<file path="src/rtl/psr_xfer_pkg.sv">
package psr_xfer_pkg;

  localparam int unsigned PSR_W       = 32;
  localparam int unsigned FLAG_W      = 4;
  localparam int unsigned MODE_W      = 5;
  localparam int unsigned NUM_SAVED   = 5;
  localparam int unsigned SAVED_IDX_W = $clog2(NUM_SAVED);

  typedef logic [MODE_W-1:0] mode_t;

  // mode field encodings (decoded by neighbouring logic, so fixed)
  localparam mode_t MODE_USR = 5'b10000;
  localparam mode_t MODE_FIQ = 5'b10001;
  localparam mode_t MODE_IRQ = 5'b10010;
  localparam mode_t MODE_SVC = 5'b10011;
  localparam mode_t MODE_ABT = 5'b10111;
  localparam mode_t MODE_UND = 5'b11011;
  localparam mode_t MODE_SYS = 5'b11111;

  typedef struct packed {
    logic                   present;
    logic [SAVED_IDX_W-1:0] idx;
  } bank_sel_t;

  function automatic bank_sel_t saved_slot(input mode_t m);
    bank_sel_t s;
    s.present = 1'b1;
    s.idx     = '0;
    unique case (m)
      MODE_FIQ: s.idx = SAVED_IDX_W'(0);
      MODE_IRQ: s.idx = SAVED_IDX_W'(1);
      MODE_SVC: s.idx = SAVED_IDX_W'(2);
      MODE_ABT: s.idx = SAVED_IDX_W'(3);
      MODE_UND: s.idx = SAVED_IDX_W'(4);
      default:  s.present = 1'b0;
    endcase
    return s;
  endfunction

endpackage

</file>
<file path="src/rtl/psr_imm_expand.sv">
module psr_imm_expand #(
  parameter int unsigned OUT_W = 32,
  parameter int unsigned IMM_W = 8,
  parameter int unsigned ROT_W = 4
) (
  input  logic [IMM_W-1:0] imm_val,
  input  logic [ROT_W-1:0] imm_rot,
  output logic [OUT_W-1:0] operand
);

  localparam int unsigned SH_W = ROT_W + 1;

  logic [2*OUT_W-1:0] doubled;
  logic [SH_W-1:0]    shift_amt;

  always_comb begin
    shift_amt = {imm_rot, 1'b0};
    doubled   = {2{OUT_W'(imm_val)}} >> shift_amt;
    operand   = doubled[OUT_W-1:0];
  end

endmodule

</file>
<file path="src/rtl/psr_write_ctrl.sv">
module psr_write_ctrl
  import psr_xfer_pkg::*;
#(
  parameter int unsigned REG_NUM_W = 4,
  parameter int unsigned PC_REG    = 15
) (
  input  logic                 req_valid,
  input  logic                 req_write,
  input  logic                 req_saved,
  input  logic                 req_flags_only,
  input  logic                 req_use_imm,
  input  logic [REG_NUM_W-1:0] req_rd_num,
  input  logic [REG_NUM_W-1:0] req_rm_num,
  input  logic [PSR_W-1:0]     req_rm_data,
  input  logic [PSR_W-1:0]     imm_operand,
  input  mode_t                cur_mode,
  input  logic                 saved_present,
  output logic                 illegal,
  output logic                 do_read,
  output logic                 cur_we,
  output logic                 saved_we,
  output logic [PSR_W-1:0]     wr_mask,
  output logic [PSR_W-1:0]     wr_operand
);

  localparam logic [PSR_W-1:0] FLAG_MASK = {{FLAG_W{1'b1}}, {(PSR_W-FLAG_W){1'b0}}};
  localparam logic [REG_NUM_W-1:0] PC_NUM = REG_NUM_W'(PC_REG);

  logic bad_src;
  logic bad_dst;
  logic legal;
  logic flags_limited;

  always_comb begin
    bad_src = req_use_imm ? !req_flags_only : (req_rm_num == PC_NUM);
    bad_dst = (req_rd_num == PC_NUM);
    illegal = req_valid && (req_write ? bad_src : bad_dst);
    legal   = req_valid && !illegal;

    do_read  = legal && !req_write;
    cur_we   = legal && req_write && !req_saved;
    saved_we = legal && req_write && req_saved && saved_present;

    flags_limited = req_flags_only || (!req_saved && (cur_mode == MODE_USR));
    wr_mask       = flags_limited ? FLAG_MASK : '1;
    wr_operand    = req_use_imm ? imm_operand : req_rm_data;
  end

endmodule

</file>
<file path="src/rtl/psr_saved_bank.sv">
module psr_saved_bank
  import psr_xfer_pkg::*;
(
  input  logic                   clk,
  input  logic                   rst_n,
  input  logic                   we,
  input  logic [SAVED_IDX_W-1:0] idx,
  input  logic                   present,
  input  logic [PSR_W-1:0]       mask,
  input  logic [PSR_W-1:0]       operand,
  output logic [PSR_W-1:0]       rd_val
);

  logic [PSR_W-1:0]     slot_q [NUM_SAVED];
  logic [PSR_W-1:0]     slot_d [NUM_SAVED];
  logic [NUM_SAVED-1:0] slot_we;

  for (genvar g = 0; g < NUM_SAVED; g++) begin : g_slot
    always_comb begin
      slot_we[g] = we && (idx == SAVED_IDX_W'(g));
      slot_d[g]  = (slot_q[g] & ~mask) | (operand & mask);
    end

    always_ff @(posedge clk or negedge rst_n) begin
      if (!rst_n) begin
        slot_q[g] <= '0;
      end else if (slot_we[g]) begin
        slot_q[g] <= slot_d[g];
      end
    end

    AST_SLOT_HOLD: assert property (@(posedge clk) disable iff (!rst_n)
      !slot_we[g] |=> $stable(slot_q[g])) else $error("slot changed without enable");
  end

  always_comb begin
    rd_val = '0;
    for (int i = 0; i < NUM_SAVED; i++) begin
      if (present && (idx == SAVED_IDX_W'(i))) rd_val = slot_q[i];
    end
  end

  AST_ONE_SLOT: assert property (@(posedge clk) disable iff (!rst_n)
    $onehot0(slot_we)) else $error("several saved slots written");

endmodule

</file>
<file path="src/rtl/psr_xfer_unit.sv">
module psr_xfer_unit
  import psr_xfer_pkg::*;
#(
  parameter int unsigned REG_NUM_W = 4,
  parameter int unsigned PC_REG    = 15,
  parameter int unsigned IMM_W     = 8,
  parameter int unsigned ROT_W     = 4,
  parameter logic [31:0] RESET_PSR = 32'h0000_00D3
) (
  input  logic                 clk,
  input  logic                 rst_n,
  input  logic                 req_valid,
  input  logic                 req_write,
  input  logic                 req_saved,
  input  logic                 req_flags_only,
  input  logic                 req_use_imm,
  input  logic [REG_NUM_W-1:0] req_rd_num,
  input  logic [REG_NUM_W-1:0] req_rm_num,
  input  logic [31:0]          req_rm_data,
  input  logic [IMM_W-1:0]     req_imm_val,
  input  logic [ROT_W-1:0]     req_imm_rot,
  output logic [31:0]          rd_data,
  output logic                 req_illegal,
  output logic [31:0]          cur_psr,
  output logic [31:0]          cur_saved_psr
);

  // reset: asserted asynchronously, released through two flops
  logic [1:0] rst_pipe_q;
  logic       rst_sync_n;

  always_ff @(posedge clk or negedge rst_n) begin
    if (!rst_n) begin
      rst_pipe_q <= '0;
    end else begin
      rst_pipe_q <= {rst_pipe_q[0], 1'b1};
    end
  end
  assign rst_sync_n = rst_pipe_q[1];

  // current status word
  logic [PSR_W-1:0] cpsr_q;
  logic [PSR_W-1:0] cpsr_d;
  logic             cpsr_en;
  mode_t            cur_mode;
  bank_sel_t        bank_sel;

  logic [PSR_W-1:0] imm_operand;
  logic             do_read;
  logic             cur_we;
  logic             saved_we;
  logic [PSR_W-1:0] wr_mask;
  logic [PSR_W-1:0] wr_operand;
  logic [PSR_W-1:0] saved_val;

  always_comb begin
    cur_mode = cpsr_q[MODE_W-1:0];
    bank_sel = saved_slot(cur_mode);
  end

  psr_imm_expand #(
    .OUT_W (PSR_W),
    .IMM_W (IMM_W),
    .ROT_W (ROT_W)
  ) i_imm_expand (
    .imm_val (req_imm_val),
    .imm_rot (req_imm_rot),
    .operand (imm_operand)
  );

  psr_write_ctrl #(
    .REG_NUM_W (REG_NUM_W),
    .PC_REG    (PC_REG)
  ) i_write_ctrl (
    .req_valid      (req_valid),
    .req_write      (req_write),
    .req_saved      (req_saved),
    .req_flags_only (req_flags_only),
    .req_use_imm    (req_use_imm),
    .req_rd_num     (req_rd_num),
    .req_rm_num     (req_rm_num),
    .req_rm_data    (req_rm_data),
    .imm_operand    (imm_operand),
    .cur_mode       (cur_mode),
    .saved_present  (bank_sel.present),
    .illegal        (req_illegal),
    .do_read        (do_read),
    .cur_we         (cur_we),
    .saved_we       (saved_we),
    .wr_mask        (wr_mask),
    .wr_operand     (wr_operand)
  );

  psr_saved_bank i_saved_bank (
    .clk     (clk),
    .rst_n   (rst_sync_n),
    .we      (saved_we),
    .idx     (bank_sel.idx),
    .present (bank_sel.present),
    .mask    (wr_mask),
    .operand (wr_operand),
    .rd_val  (saved_val)
  );

  // next state of the current word
  always_comb begin
    cpsr_en = cur_we;
    cpsr_d  = (cpsr_q & ~wr_mask) | (wr_operand & wr_mask);
  end

  always_ff @(posedge clk or negedge rst_sync_n) begin
    if (!rst_sync_n) begin
      cpsr_q <= RESET_PSR;
    end else if (cpsr_en) begin
      cpsr_q <= cpsr_d;
    end
  end

  always_comb begin
    cur_psr       = cpsr_q;
    cur_saved_psr = saved_val;
    rd_data       = '0;
    if (do_read) rd_data = req_saved ? saved_val : cpsr_q;
  end

  AST_IDLE_HOLD: assert property (@(posedge clk) disable iff (!rst_sync_n)
    !req_valid |=> $stable(cur_psr)) else $error("state moved without request");

  AST_ILLEGAL_HOLD: assert property (@(posedge clk) disable iff (!rst_sync_n)
    (req_valid && req_illegal) |=> ($stable(cur_psr) && $stable(cur_saved_psr)))
    else $error("illegal request changed state");

  AST_PC_READ_ILLEGAL: assert property (@(posedge clk) disable iff (!rst_sync_n)
    (req_valid && !req_write && req_rd_num == REG_NUM_W'(PC_REG)) |-> (req_illegal && rd_data == '0))
    else $error("read to register 15 accepted");

  AST_FLAGS_KEEP_LOW: assert property (@(posedge clk) disable iff (!rst_sync_n)
    (req_valid && !req_illegal && req_write && req_flags_only) |=>
      (cur_psr[PSR_W-FLAG_W-1:0] == $past(cur_psr[PSR_W-FLAG_W-1:0])))
    else $error("flags-only write touched low bits");

  AST_USER_KEEP_LOW: assert property (@(posedge clk) disable iff (!rst_sync_n)
    (req_valid && req_write && !req_saved && cur_psr[MODE_W-1:0] == MODE_USR) |=>
      $stable(cur_psr[PSR_W-FLAG_W-1:0]))
    else $error("user write changed control bits");

  AST_PRIV_FULL: assert property (@(posedge clk) disable iff (!rst_sync_n)
    (req_valid && !req_illegal && req_write && !req_saved && !req_flags_only &&
     cur_psr[MODE_W-1:0] != MODE_USR) |=> (cur_psr == $past(req_rm_data)))
    else $error("privileged full write incomplete");

  AST_NO_BANK_ZERO: assert property (@(posedge clk) disable iff (!rst_sync_n)
    (cur_psr[MODE_W-1:0] == MODE_USR || cur_psr[MODE_W-1:0] == MODE_SYS) |->
      (cur_saved_psr == '0)) else $error("saved word visible without bank");

  AST_NO_READ_ZERO: assert property (@(posedge clk) disable iff (!rst_sync_n)
    !(req_valid && !req_write) |-> (rd_data == '0)) else $error("read data without read");

  AST_IMM_BITCOUNT: assert property (@(posedge clk) disable iff (!rst_sync_n)
    (req_valid && req_use_imm) |-> ($countones(imm_operand) == $countones(req_imm_val)))
    else $error("immediate rotation lost bits");

endmodule

</file>
<file path="config.mk">
export PLATFORM = sky130hd
export DESIGN_NAME = psr_xfer_unit
export DESIGN_NICKNAME = d
export VERILOG_FILES = /design/src/rtl/psr_xfer_pkg.sv /design/src/rtl/psr_imm_expand.sv /design/src/rtl/psr_write_ctrl.sv /design/src/rtl/psr_saved_bank.sv /design/src/rtl/psr_xfer_unit.sv
export SDC_FILE = /design/constraint.sdc
export NUM_CORES = 1
export LEC_CHECK = 0
export ABC_AREA = 1
export BUFFER_PORTS_ARGS = -buffer_cell sky130_fd_sc_hd__buf_4
export CORE_ASPECT_RATIO = 1.4
export CORE_UTILIZATION = 63
export DETAILED_ROUTE_END_ITERATION = 12
export HOLD_SLACK_MARGIN = 0.1
export PLACE_DENSITY = 0.86
export RECOVER_POWER = 50
export SYNTH_ARGS = -nofsm -noshare
export SYNTH_HDL_FRONTEND = slang
export SYNTH_SLANG_ARGS = --single-unit
export TNS_END_PERCENT = 50
</file>
<file path="constraint.sdc">
create_clock -name clk -period 11.43 [get_ports clk]
set_input_delay 2.286 -clock clk [delete_from_list [all_inputs] [get_ports clk]]
set_output_delay 2.286 -clock clk [all_outputs]
set_load 0.05 [all_outputs]
</file>
* After elaboration in Yosys (flattened, before gate mapping)
Index checks and enable logic that the tools add are counted.
** Word-level totals
- Flip-flop bits (word level) :: 194
- Bits of input ports :: 59
- Word-level logic and storage cells :: 72
** Cells by class
- Equal/unequal tests :: 12
- Shift-type cells :: 1
- Multiplexer cells :: 13
- Bitwise gates (word level) :: 14
- Reductions and logical operators :: 25
** Operator list (number)
- 32-bit two-way mux :: 8
- 32-bit AND :: 7
- 32-bit bitwise OR :: 6
- 40-bit by 5-bit >> shifter with 32-bit output :: 1
- 32-bit NOT :: 1
- 5-bit == test (second input constant) :: 6
- 28-bit two-way mux :: 1
- 1-bit logical AND :: 18
- 3-bit case mux with 4 select lines :: 1
- 4-bit == test (second input constant) :: 2
- 3-bit by 2-bit == test with 1-bit output (second input constant) :: 2
- 5-bit OR reduction :: 1
- 1-bit zero test :: 4
- 3-bit by 1-bit == test with 1-bit output (second input constant) :: 1
- 3-bit == test (second input constant) :: 1
- 3-bit zero test :: 1
- 1-bit two-way mux :: 3
- 1-bit logical OR :: 1

* Longest topological paths before layout
Gate-level depths: netlist (run 1).
- Depth in word-level cells :: 11
- Depth in mapped cells :: 11

* By module
Synthesis (run 1) repeated with hierarchy kept, for this count alone.
** Unflattened totals
- Cells, all modules :: 1549
- Area, all modules :: 11299.6 um^2
** By module, submodules not included
- psr_saved_bank :: instances 1, cells an instance 1005, area an instance 7945.1 um^2, seq. area each 4003.8 um^2
- psr_xfer_unit :: instances 1, cells an instance 258, area an instance 1949.4 um^2, seq. area each 857.1 um^2
- psr_write_ctrl :: instances 1, cells an instance 158, area an instance 753.2 um^2, seq. area each 0.0 um^2
- psr_imm_expand :: instances 1, cells an instance 128, area an instance 651.9 um^2, seq. area each 0.0 um^2

* Worst setup path after synthesis (run 1)
Ideal clock, no wire load.
- Path type :: input to output
- From :: input port req_use_imm
- To :: output port rd_data[21]
- Arrival :: 3876 ps
- Data required time :: 9144 ps
- Setup slack :: 5268 ps
- Stages on the path :: 9
- Path buffers :: 1
- Cell sequence :: inv_2 nand2_1 inv_1 nand2_2 nand3_1 nand2_1 clkbuf_1 nand4_1 a21oi_1
** On the way
- Longest elaborated chain between the ends :: 7
** Ends and longest elaborated chain
- start, declared :: RTL line psr_xfer_unit.sv:16 : input logic req_use_imm,
- 1-bit two-way mux :: RTL line psr_write_ctrl.sv:35 : bad_src = req_use_imm ? !req_flags_only : (req_rm_num == PC_NUM);
- 1-bit two-way mux :: RTL line psr_write_ctrl.sv:37 : illegal = req_valid && (req_write ? bad_src : bad_dst);
- 1-bit logical AND :: RTL line psr_write_ctrl.sv:37
- 1-bit zero test :: RTL line psr_write_ctrl.sv:38 : legal = req_valid && !illegal;
- 1-bit logical AND :: RTL line psr_write_ctrl.sv:38
- 1-bit logical AND :: RTL line psr_write_ctrl.sv:40 : do_read = legal && !req_write;
- 32-bit two-way mux :: RTL line psr_xfer_unit.sv:123 : if (do_read) rd_data = req_saved ? saved_val : cpsr_q;
- end, declared :: RTL line psr_xfer_unit.sv:22 : output logic [31:0] rd_data,
No other way between the ends.

* Final worst setup path (run 1)
- From :: input port req_use_imm
- To :: output port rd_data[10]
Same word-level chain as after synthesis.

==> results of run 1 <==
power by group through the flow:
stage / clock network, mW / registers [mW] / logic [mW]
after floorplan: 0 / 0.834 / 0.188
after detailed placement: 0 / 0.775 / 0.362
after global routing: 0.599 / 0.767 / 0.369
final: 0.581 / 0.764 / 0.350
after CTS: 0.579 / 0.763 / 0.363
after global placement: 0 / 0.775 / 0.357
cell type report:
class,instances,share of cell area
Multi-Input combinational cell,1194,0.4303
Sequential cell,194,0.3790
Timing Repair Buffer,165,0.08663
Clock buffer,19,0.03454
Clock inverter,13,0.009171
Tap cell,240,0.02341
Inverter,125,0.03688
stage by stage:
step                      utilization  instances
after CTS                      0.7241       1950
final                          0.7155       1950
after global placement         0.6928       1918
after detailed placement       0.6928       1918
after floorplan                     -       1622
after global routing           0.7155       1950
layer usage:
metal  up-vias  global-route usage
met2       680              0.6466
li1       5336                   -
met3       175             0.07425
met1      5460              0.4831
met4         0              0.2582
met5         -                   0
synth_stat cells:
library cell    n  area share
o211ai_1       32       0.021
nor2_8          4      0.0070
buf_4          19       0.012
nand3_4         5      0.0076
nand2_2         4      0.0022
conb_1          1     0.00033
buf_8           1      0.0013
dfrtp_1       189        0.41
buf_2          44       0.019
a21boi_0        4      0.0026
inv_1         113       0.037
o21ai_1         2     0.00087
nand3_1       165       0.072
dfstp_2         5       0.011
nand2_1       743        0.24
buf_1           4      0.0013
clkinv_2        1     0.00043
a21oi_1        31       0.013
clkbuf_1       29      0.0095
nor2_4          6      0.0059
o21ai_0        18      0.0078
nor2_1         16      0.0052
nand4_1       104       0.057
nor2_2          2      0.0011
or2_0          28       0.015
a31oi_4         1      0.0018
inv_4           1     0.00054
inv_2           7      0.0023
or2_2          25       0.014
clkinv_1        3     0.00098
buf_6          12       0.012
nand4_4         2      0.0037
nand2_4         1     0.00098
worst max-delay path by stage:
stage | start | to | slack [ns] | depth (start not counted)
after floorplan | req_use_imm | rd_data[21] | 5.27 | 9
after global placement | req_use_imm | rd_data[10] | 4.54 | 9
after detailed placement | req_use_imm | rd_data[10] | 4.43 | 9
after CTS | req_use_imm | rd_data[10] | 4.40 | 9
after global routing | req_use_imm | rd_data[30] | 3.62 | 11
final | req_use_imm | rd_data[10] | 3.91 | 9
kinds of logic (layout without fill, tap and decap cells):
| kind of cell | count (synthesis) | count (layout) | share of synthesized area |
|---|---|---|---|
| DFF | 194 | 194 | 0.4225 |
| and+or+nand+nor | 1105 | 1105 | 0.4332 |
| AOI/OAI and AO/OA | 88 | 88 | 0.04753 |
| other | 1 | 1 | 0.0003260 |
| buffers and inverters | 234 | 322 | 0.09647 |
==> flow_summary.yaml, run 1 <==
sta:
  max-slew-margin-rel: -1.984
  whs_ns: 0.3566
  drv_slew: 264
  finalSetupTns_ns: 0
  worst_slew_pin_slew_ns: 4.476
  fmax_mhz: 133.0
  fin_worst_skew_ns: 0.01062
  layout_worst_path_cycle_share: 0.6580
  setup_violations: 0
  final-hold-violation-count: 0
  rsz0062_at_grt: "no"
  setup_ws_ns: 3.910
  final_period_minus_worst_setup_slack_ns: 7.520
final_layout:
  areaGrowthSynthToFinish_pct: 11.47
  regArea_um2: 4861
  nFillCells: 1490
  mostFrequentLayoutCell: "nand2_1"
  antennaDiodeCount: 0
  multiInputGateArea_um2: 5519
  drive_above_1_share: 0.1304
  layout_common_cells: "nand2_1, dfrtp_1, nand3_1"
  design_area_um2: 12820
  final_nets: 1756
drt:
  wirelength_mm: 36.08
  routedWlPerCell_um: 18.50
  wl_met3_mm: 3.344
  drt_iter0_drc: 1517
  dr_wl_met2_mm: 17.65
  drt-pass1-iter-count: 6
  drc: 0
  viasPerCell: 5.975
  highest-signal-layer: "met4"
  drt.antenna.violating_nets: 0
  vias: 11650
  met1_length_mm: 12.86
clock_network:
  tritoncts: "done"
  cts_resized: 0
  clockBufferDepth: 2
  clkTransAtPathRegs_ns: 0.08
  clock-sinks: 194
  cts-root-buf: "clkbuf_16"
  holdBufCountCts: 0
  cts_made_buffers: 17
  htreeDepth: 4
  post_cts_buffers: 0
  worstSkewPairLatency_ns: 0.45
setup_path:
  crit_required_ns: 9.14
  cp_slowest_stage_delay_ns: 0.93
  reg2reg_from: "rst_pipe_q[1]"
  reg2reg_depth: 1
  start_kind: "input pin"
  arrival_ns: 5.23
  path_delay_family: "simple AND/OR/NAND/NOR gates"
  path_buf_inv: 4
  cp-end-kind: "output port"
  cp_cell_sequence: "clkbuf_4, inv_1, nor2_1, inv_2, nand3_1, nand2_1, nand4_1, a21oi_1, buf_4"
  slowest_stage: "nand2_1"
  cp_max_fo: 35
  r2r_setup_slack_ns: 5.32
  critPathKind: "in2out"
place:
  dpl.hpwl_mm: 22.83
  preCtsSetupSlack_ns: 4.427
  placed_cell_area_um2: 12420
  port_buffers: 155
  gp_congestion: 0.9339
pwr:
  p_leak_nw: 7.184
  p_sw_frac: 0.3605
  power_frac_seq: 0.451
  power.total_mw: 1.695
  power_switching_mw: 0.6109
  comb_power_share: 0.206
  peakVddDrop_mv: 0.08823
  powerDensity_nw_per_um2: 132.1
  pwr-share-clk: 0.343
  p_int_mw: 1.084
run:
  maxCapViolCount: 5
floorplan:
  fp.coreArea_um2: 17920
  design.die.area_um2: 18810
  die_h_um: 161.9
  start_util: 0.6418
  pin_count: 156
  die_width_um: 116.2
  rows: 58
logic_synthesis:
  syn_nets: 1681
  netlist_instances: 1622
  avgSynthCellArea_um2: 7.093
  ys_seq_area_frac: 0.4225
  ys_ff_latch: 194
  synthDistinctLibCells: 33
  syn-cell-area_um2: 11500
  ys_warn_count: 0
worst_hold_path:
  min_to: "rst_pipe_q[1]"
  hold_path.class: "reg2reg"
  holdPathStages: 0
  hp-start: "rst_pipe_q[0]"
global_route:
  grt_pass1_vias: 11010
  grt_pass1_wl_mm: 56.88
  overflow: 0
  antenna_found_initial: 0
  grt_max_degree: 86
  grt_util_all_layers: 0.3988
run_status:
  violations: "max-capacitance violations, max-slew violations"
  run_status: "finished, violations left"
(Power assumes the default switching activity.)
==> inputs of run 2 (changes only) <==
CORE_UTILIZATION = 59   (was 63)
PLACE_DENSITY = 0.81   (was 0.86)
clock period = 7.5 ns   (was 11.43 ns; I/O delays follow)
==> flow_summary.yaml, run 2 (synthesis gave the netlist of run 1 again) <==
run_status:
  run_status: "finished, violations left"
  violations: "max-capacitance violations, max-slew violations"
pwr:
  power_switching_mw: 0.9508
  comb_power_share: 0.200
  power_frac_seq: 0.441
  powerDensity_nw_per_um2: 205.1
  pwr-share-clk: 0.359
  p_int_mw: 1.689
  p_leak_nw: 7.207
  peakVddDrop_mv: 0.1693
  p_sw_frac: 0.3602
sta:
  fmax_mhz: 162.2
  final-hold-violation-count: 0
  finalSetupTns_ns: 0
  final_period_minus_worst_setup_slack_ns: 6.164
  drv_slew: 262
  max-slew-margin-rel: -1.037
  worst_slew_pin_slew_ns: 3.055
  setup_ws_ns: 1.336
  layout_worst_path_cycle_share: 0.8218
  fin_worst_skew_ns: 0.01359
  setup_violations: 0
  rsz0062_at_grt: "no"
setup_path:
  critPathKind: "reg2out"
  arrival_ns: 4.66
  path_delay_family: "flip-flops"
  start_kind: "register"
  cp_common_cell: "nand2_1"
  cp-end-kind: "output port"
  path_buf_inv: 3
  path_depth: 10
  cp_max_fo: 63
  slowest_stage: "dfstp_1"
  cp_slowest_stage_delay_ns: 1.65
  reg2reg_depth: 1
  crit_required_ns: 6.00
  cp_cell_sequence: "inv_4, nor2_4, nand2_2, nand2_1, buf_4, nand2_1, nand2_1, nand2_1, a21oi_1, buf_4"
drt:
  met1_length_mm: 13.10
  highest-signal-layer: "met4"
  viasPerCell: 5.854
  dr_wl_met2_mm: 17.76
  routedWlPerCell_um: 18.38
  wirelength_mm: 35.99
  drt_iter0_drc: 1360
  drt.antenna.violating_nets: 0
  vias: 11460
  drt-pass1-iter-count: 6
  wl_met3_mm: 3.092
  drc: 0
clock_network:
  cts-root-buf: "clkbuf_16"
  holdBufCountCts: 0
  worstSkewPairLatency_ns: 0.45
  clock-sinks: 194
  cts_made_buffers: 17
  clockBufferDepth: 2
  cts_resized: 0
  clkTransAtPathRegs_ns: 0.08
  htreeDepth: 4
  post_cts_buffers: 0
  tritoncts: "done"
global_route:
  grt_pass1_wl_mm: 56.83
  overflow: 0
  antenna_found_initial: 0
  grt_pass1_vias: 10950
  grt_max_degree: 79
  grt_util_all_layers: 0.3663
floorplan:
  die_width_um: 120.0
  die_h_um: 167.2
  rows: 60
  pin_count: 156
  start_util: 0.6010
  fp.coreArea_um2: 19140
  design.die.area_um2: 20070
final_layout:
  design_area_um2: 12870
  antennaDiodeCount: 0
  final_nets: 1756
  multiInputGateArea_um2: 5505
  drive_above_1_share: 0.1298
  regArea_um2: 4861
  mostFrequentLayoutCell: "nand2_1"
  areaGrowthSynthToFinish_pct: 11.86
  nFillCells: 1728
  layout_common_cells: "nand2_1, dfrtp_1, nand3_1"
worst_hold_path:
  hold_path.class: "reg2reg"
  holdPathStages: 0
place:
  preCtsSetupSlack_ns: 2.125
  port_buffers: 155
  placed_cell_area_um2: 12420
  gp_congestion: 0.9262
  dpl.hpwl_mm: 22.98
run:
  maxCapViolCount: 6
run 2: final cells by class:
cell class	count	share of cell area
multi-input cells	1194	0.4278
well taps	248	0.02411
clock inverters	15	0.01458
repair buffers	165	0.08604
flip-flops and latches	194	0.3777
inverters	125	0.03675
clock buffers	17	0.03305
run 2: path summary, 6_finish.rpt:
kind	to	slack, ns	start
min reg2reg	rst_pipe_q[1]	0.37	rst_pipe_q[0]
max reg2reg	async pin	2.36	rst_pipe_q[1]
min in group asynchronous	rst_pipe_q[1]	0.81	rst_n
min	rst_pipe_q[1]	0.37	rst_pipe_q[0]
max in group asynchronous	async pin	2.36	rst_pipe_q[1]
max	rd_data[3]	1.34	register
run 2: per-stage QoR:
stage | power, mW | hold slack [ns] | util | cells
finish | 2.640 | 0.3668 | 0.6723 | 1958
global route | 2.718 | 0.3882 | 0.6723 | 1958
CTS | 2.658 | 0.3689 | 0.6810 | 1958
detailed placement | 1.730 | 0.3411 | 0.6490 | 1926
global placement | 1.725 | 0.3374 | 0.6490 | 1926
floorplan | 1.558 | 0.3312 | - | 1622
run 2: power by group through the flow:
stage               registers (mW)  clock network (mW)  logic, mW
floorplan                     1.27                   0      0.287
global placement              1.18                   0      0.543
detailed placement            1.18                   0      0.547
CTS                           1.16               0.946      0.550
global route                  1.17               0.989      0.558
finish                        1.16               0.948      0.528
run 2: metal layers:
layer	up-vias	global-route usage
li1	5342	-
met1	5371	0.4351
met2	618	0.6077
met3	132	0.06471
met4	0	0.2359
met5	-	0
